### src/rtl/dlic_pkg.sv
package dlic_pkg;
  localparam int unsigned W = 32;

  typedef enum logic [1:0] {
    OFS_RAW  = 2'd0,
    OFS_EN   = 2'd1,
    OFS_CLR  = 2'd2,
    OFS_STAT = 2'd3
  } reg_ofs_e;

  // Bits that software may set in an enable mask.
  function automatic logic [W-1:0] writable_mask(input int unsigned nsrc,
                                                 input int unsigned swi_bit);
    logic [W-1:0] m;
    for (int i = 0; i < W; i++) begin
      m[i] = (i < nsrc) && (i != swi_bit);
    end
    return m;
  endfunction

  function automatic logic [W-1:0] masked_status(input logic [W-1:0] raw,
                                                 input logic [W-1:0] en);
    return raw & en;
  endfunction

  // OR of bits lo and upward.
  function automatic logic any_from(input logic [W-1:0] v, input int unsigned lo);
    logic r;
    r = 1'b0;
    for (int i = 0; i < W; i++) begin
      if (i >= lo) r = r | v[i];
    end
    return r;
  endfunction

  // Next enable value: own clear and cross clear drop bits, set wins.
  function automatic logic [W-1:0] enable_next(input logic [W-1:0] cur,
                                               input logic [W-1:0] set,
                                               input logic [W-1:0] clr,
                                               input logic [W-1:0] xclr);
    return (cur & ~clr & ~xclr) | set;
  endfunction
endpackage

### src/rtl/dlic_src_stage.sv
module dlic_src_stage
  import dlic_pkg::*;
#(
  parameter int unsigned NSRC = 31
) (
  input  logic            clk_i,
  input  logic            rst_ni,
  input  logic [NSRC-1:0] src_i,
  output logic [W-1:0]    raw_o
);
  localparam int unsigned PAD = W - NSRC;

  logic [NSRC-1:0] raw_q;

  always_ff @(posedge clk_i or negedge rst_ni) begin
    if (!rst_ni) raw_q <= '0;
    else         raw_q <= src_i;
  end

  generate
    if (PAD > 0) begin : g_pad
      assign raw_o = {{PAD{1'b0}}, raw_q};
    end else begin : g_nopad
      assign raw_o = raw_q;
    end
  endgenerate
endmodule

### src/rtl/dlic_enable_reg.sv
module dlic_enable_reg
  import dlic_pkg::*;
#(
  parameter logic [W-1:0] WMASK = '1
) (
  input  logic         clk_i,
  input  logic         rst_ni,
  input  logic [W-1:0] set_i,
  input  logic [W-1:0] clr_i,
  input  logic [W-1:0] xclr_i,
  output logic [W-1:0] en_o
);
  logic [W-1:0] en_q;
  logic [W-1:0] en_d;

  always_comb begin
    en_d = enable_next(en_q, set_i & WMASK, clr_i & WMASK, xclr_i & WMASK);
  end

  always_ff @(posedge clk_i or negedge rst_ni) begin
    if (!rst_ni) en_q <= '0;
    else         en_q <= en_d;
  end

  assign en_o = en_q;
endmodule

### src/rtl/dlic_req_gen.sv
module dlic_req_gen
  import dlic_pkg::*;
#(
  parameter int unsigned LO = 0
) (
  input  logic         clk_i,
  input  logic         rst_ni,
  input  logic [W-1:0] raw_i,
  input  logic [W-1:0] en_i,
  output logic [W-1:0] stat_o,
  output logic         req_o
);
  logic req_q;

  assign stat_o = masked_status(raw_i, en_i);

  always_ff @(posedge clk_i or negedge rst_ni) begin
    if (!rst_ni) req_q <= 1'b0;
    else         req_q <= any_from(stat_o, LO);
  end

  assign req_o = req_q;
endmodule

### src/rtl/dual_level_intc.sv
module dual_level_intc
  import dlic_pkg::*;
#(
  parameter int unsigned NSRC     = 31,
  parameter int unsigned SWI_BIT  = 1,
  parameter int unsigned FAST_BIT = 0
) (
  input  logic            clk_i,
  input  logic            rst_ni,
  input  logic [NSRC-1:0] src_i,
  input  logic [2:0]      bus_addr_i,
  input  logic            bus_we_i,
  input  logic [W-1:0]    bus_wdata_i,
  output logic [W-1:0]    bus_rdata_o,
  output logic            nreq_o,
  output logic            freq_o
);
  localparam logic [W-1:0] WMASK = writable_mask(NSRC, SWI_BIT);
  localparam int unsigned NLVL = 2;

  logic [W-1:0] raw_w;
  logic [W-1:0] set_w  [NLVL];
  logic [W-1:0] clr_w  [NLVL];
  logic [W-1:0] en_w   [NLVL];
  logic [W-1:0] stat_w [NLVL];
  logic         req_w  [NLVL];
  logic [W-1:0] n_en_w;
  logic [W-1:0] f_en_w;
  reg_ofs_e     ofs;

  assign ofs = reg_ofs_e'(bus_addr_i[1:0]);

  dlic_src_stage #(.NSRC(NSRC)) u_src (
    .clk_i (clk_i),
    .rst_ni(rst_ni),
    .src_i (src_i),
    .raw_o (raw_w)
  );

  for (genvar l = 0; l < NLVL; l++) begin : g_lvl
    localparam logic LV = 1'(l);
    localparam int unsigned LO = (l == 1) ? FAST_BIT + 1 : 0;
    logic hit;

    assign hit      = bus_we_i && (bus_addr_i[2] == LV);
    assign set_w[l] = (hit && ofs == OFS_EN)  ? bus_wdata_i : '0;
    assign clr_w[l] = (hit && ofs == OFS_CLR) ? bus_wdata_i : '0;

    dlic_enable_reg #(.WMASK(WMASK)) u_en (
      .clk_i (clk_i),
      .rst_ni(rst_ni),
      .set_i (set_w[l]),
      .clr_i (clr_w[l]),
      .xclr_i(set_w[NLVL-1-l]),
      .en_o  (en_w[l])
    );

    dlic_req_gen #(.LO(LO)) u_req (
      .clk_i (clk_i),
      .rst_ni(rst_ni),
      .raw_i (raw_w),
      .en_i  (en_w[l]),
      .stat_o(stat_w[l]),
      .req_o (req_w[l])
    );
  end

  assign n_en_w = en_w[0];
  assign f_en_w = en_w[1];
  assign nreq_o = req_w[0];
  assign freq_o = req_w[1];

  always_comb begin
    bus_rdata_o = '0;
    unique case (ofs)
      OFS_RAW:  bus_rdata_o = raw_w;
      OFS_EN:   bus_rdata_o = bus_addr_i[2] ? en_w[1] : en_w[0];
      OFS_CLR:  bus_rdata_o = '0;
      OFS_STAT: bus_rdata_o = bus_addr_i[2] ? stat_w[1] : stat_w[0];
      default:  bus_rdata_o = '0;
    endcase
  end
endmodule

### config.mk
export PLATFORM = sky130hd
export DESIGN_NAME = dual_level_intc
export DESIGN_NICKNAME = d
export VERILOG_FILES = /design/src/rtl/dlic_pkg.sv /design/src/rtl/dlic_src_stage.sv /design/src/rtl/dlic_enable_reg.sv /design/src/rtl/dlic_req_gen.sv /design/src/rtl/dual_level_intc.sv
export SDC_FILE = /design/constraint.sdc
export NUM_CORES = 1
export LEC_CHECK = 0
export BUFFER_PORTS_ARGS = -buffer_cell sky130_fd_sc_hd__buf_2
export CORE_ASPECT_RATIO = 1.25
export CORE_UTILIZATION = 40
export DETAILED_ROUTE_END_ITERATION = 10
export GPL_TIMING_DRIVEN = 0
export SLEW_MARGIN = 20
export SYNTH_ARGS = -nofsm -noshare
export SYNTH_HDL_FRONTEND = slang
export SYNTH_SLANG_ARGS = --single-unit
### constraint.sdc
create_clock -name clk_i -period 1.61 [get_ports clk_i]
set_clock_uncertainty 0.2 [all_clocks]
set_input_delay 0.322 -clock clk_i [delete_from_list [all_inputs] [get_ports clk_i]]
set_output_delay 0.322 -clock clk_i [all_outputs]
set_load 0.005 [all_outputs]
==> impl_metrics.tcl <==
set metrics [dict create \
    hold_violations 0 \
    setup_viol 32 \
    whs_endpoint "g_lvl[0].u_en.en_o[10]" \
    cts_tree "yes" \
    power.total_mw 6.514 \
    cts_htree_levels 3 \
    path_cells "inv_2 -> a21oi_2 -> o211ai_1 -> o31ai_2 -> buf_2" \
    synth.avg_cell_area_um2 9.279 \
    gp_congestion 0.8701 \
    grt_pass1_vias 4435 \
    register_area_um2 2342 \
    hold_class "input port to flip-flop" \
    grt_pass1_wl_um 23940 \
    violations "negative setup slack" \
    clk_pin_slew_ns 0.06 \
    drtPass1Iterations 5 \
    critPathLaunchType "flip-flop" \
    areaGrowthSynthToFinish_pct 54.12 \
    placement.io_buffers 98 \
    slew_headroom_pct 53.33 \
    max_freq_mhz 532.0 \
    cts_buffers 9 \
    leakage_nw 2.785 \
    power.density_nw_per_um2 1024 \
    worstPathArrival_ns 1.36 \
    cts_max_path_buffers 2 \
    route.detailed.drc 0 \
    yosysWarningCount 0 \
    synth-seq-cells 93 \
    grt_use_total_pct 30.58 \
    netlist_area_um2 4129 \
    timing.final.crit_share_pct 116.8 \
    slowest_stage "dfrtp_1" \
    netlist_instances 445 \
    cp.required_ns 1.09 \
    r2r_slack_ns -0.13 \
    layoutNonFillerInstCount 756 \
    nNetsFinal 691 \
    drive_gt1_share_pct 40.99 \
    fin_setup_tns_ns -2.106 \
    ys_seq_area_share_pct 56.36 \
    tightest_slew_ns 0.7000 \
    antenna_left 0 \
    vias 4532 \
    die_h_um 115.6 \
    std_cell_rows 41 \
    final.min_clock_period_ns 1.880 \
    rsz0062_at_grt "true" \
    r2r-start "u_src.raw_q[29]" \
    multiInputGateArea_um2 2027 \
    wirelength_um 15920 \
    critPathKind "flip-flop to output port" \
    n_fill_cell 826 \
    final_cell_mix "112 x o21ai_0, 100 x buf_2, 81 x dfrtp_1" \
    antenna_cells 0 \
    status "finished with violations" \
    ff2ff_path_depth 4 \
    r2r_end "g_lvl[0].u_req.req_o" \
    min_path_cells 3 \
    layout_commonest_cell "o21ai_0" \
    dp_slack_ns -0.6324 \
    dp_cells 673 \
    setup_ws_ns -0.2698 \
    first_iter_violations 374 \
    start_util_pct 41.07 \
    synth.largest_area_cell "dfrtp_1" \
    crit_fanout 2 \
    slew_viol_final 0 \
    maxCapViolCount 0 \
    ir_worst_vdd_mv 0.5461 \
    root_buffer "clkbuf_16" \
    grt_start_max_net_pins 50 \
    die_x_um 92.88 \
    syn-num-nets 514 \
    wl_per_cell_um 21.05 \
    dp_hpwl_um 9794 \
    via_per_inst 5.995 \
    core-area_um2 10050 \
    cp-end-kind "output port" \
    min-delay-start "bus_wdata_i[10]" \
    grt_antenna_before_repair 0 \
    ys_types 26 \
    die-area_um2 10740 \
    synth.area.top_cells "dfrtp_1 56%, o21ai_0 20%, nand2_1 5.6%" \
    yosys.area.top_type_share_pct 56.36 \
    ios 103 \
    clock_latency_ns 0.35 \
    cpPeakStageDelay_ns 0.40 \
    grt-ovfl-total 0 \
    clkSinkCount 93 \
]
==> how the worst max path moves through the flow <==
stage,slack (ns),startpoint,endpoint,cells past startpoint
floorplan,0.07,bus_addr_i[1],bus_rdata_o[0],5
global placement,-0.87,rst_ni,u_src.raw_q[4],1
CTS,-0.21,u_src.raw_q[2],bus_rdata_o[2],5
detailed placement,-0.63,bus_addr_i[2],bus_rdata_o[26],6
global route,-0.28,u_src.raw_q[2],bus_rdata_o[2],5
finish,-0.27,u_src.raw_q[2],bus_rdata_o[2],5
==> critical path: cells and delay by family (launching register included) <==
kind,cells,cell delay (ns)
flip-flops,1,0.40
AO/OA/AOI/OAI,3,0.36
buffers and inverters,2,0.25
==> routing by layer <==
metal	share of wire (%)	global-route usage (%)	routed length [um]
met5	0	0	0
met2	48	49.22	7708
met4	6.7	23.79	1062
met3	6.9	5.709	1099
met1	38	36.17	6047
==> flip-flops by register name, indices dropped and copies added (netlist names) <==
name	cells
g_lvl.u_en.en_o	60
u_src.raw_q	31
g_lvl.u_req.req_o	2
==> logic make-up (layout without fill, tap and decap cells) <==
| kind of cell | count (synthesis) | after routing | share of synthesized area [%] |
|---|---|---|---|
| buf+inv | 34 | 216 | 3.485 |
| flops | 93 | 93 | 56.36 |
| other cells | 1 | 1 | 0.09082 |
| simple gates | 76 | 76 | 7.697 |
| compound gates | 241 | 241 | 32.36 |
==> cells in the mapped netlist <==
cell        n
nor2_1      3
dfrtp_1    93
and2_1      1
buf_1       1
conb_1      1
a221oi_1    3
o22ai_1    29
o21ai_0   169
or4_1       1
inv_1       3
o31ai_1     1
nand3_1     2
a22o_1      2
o21ai_1     9
buf_4       1
a222oi_1    1
nand4_1     5
and2b_4     1
o211ai_1    1
buf_2      10
nand2_1    62
a22oi_1    23
nor2b_2     1
clkbuf_1   19
a21oi_1     1
a21oi_2     2
==> power breakdown <==
| part | internal [mW] | leakage, nW | switching, mW | total [mW] |
|---|---|---|---|---|
| clock | 1.12 | 0.145 | 0.918 | 2.04 |
| combinational | 0.736 | 1.50 | 0.748 | 1.48 |
| sequential | 2.64 | 1.14 | 0.350 | 2.99 |
==> per-stage QoR <==
stage | hold slack, ns | area, um^2 | utilization (%)
CTS | 0.07626 | 6108 | 60.75
detailed placement | 0.07606 | 4815 | 47.88
finish | 0.07606 | 6364 | 63.29
global route | 0.09701 | 6364 | 63.29
global placement | 0.2291 | 4781 | 47.55
floorplan | -0.1736 | 4129 | -
==> layout make-up <==
type,instances,area share [%]
inverters,3,0.4522
plain buffers,31,5.033
flip-flops and latches,93,36.81
clock buffers,11,3.972
clock inverters,5,0.3932
repair buffers,166,18.95
well taps,129,2.536
multi-input cells,318,31.85
==> repair_timing <==
item	CTS	global route
hold endpoints to repair	75	0
pin swaps	37	19
gates resized for setup	145	74
setup buffers	29	4
endpoints found under the setup margin	32	33
cloned	3	0
hold buffers	32	0
(Power assumes the default switching activity.)
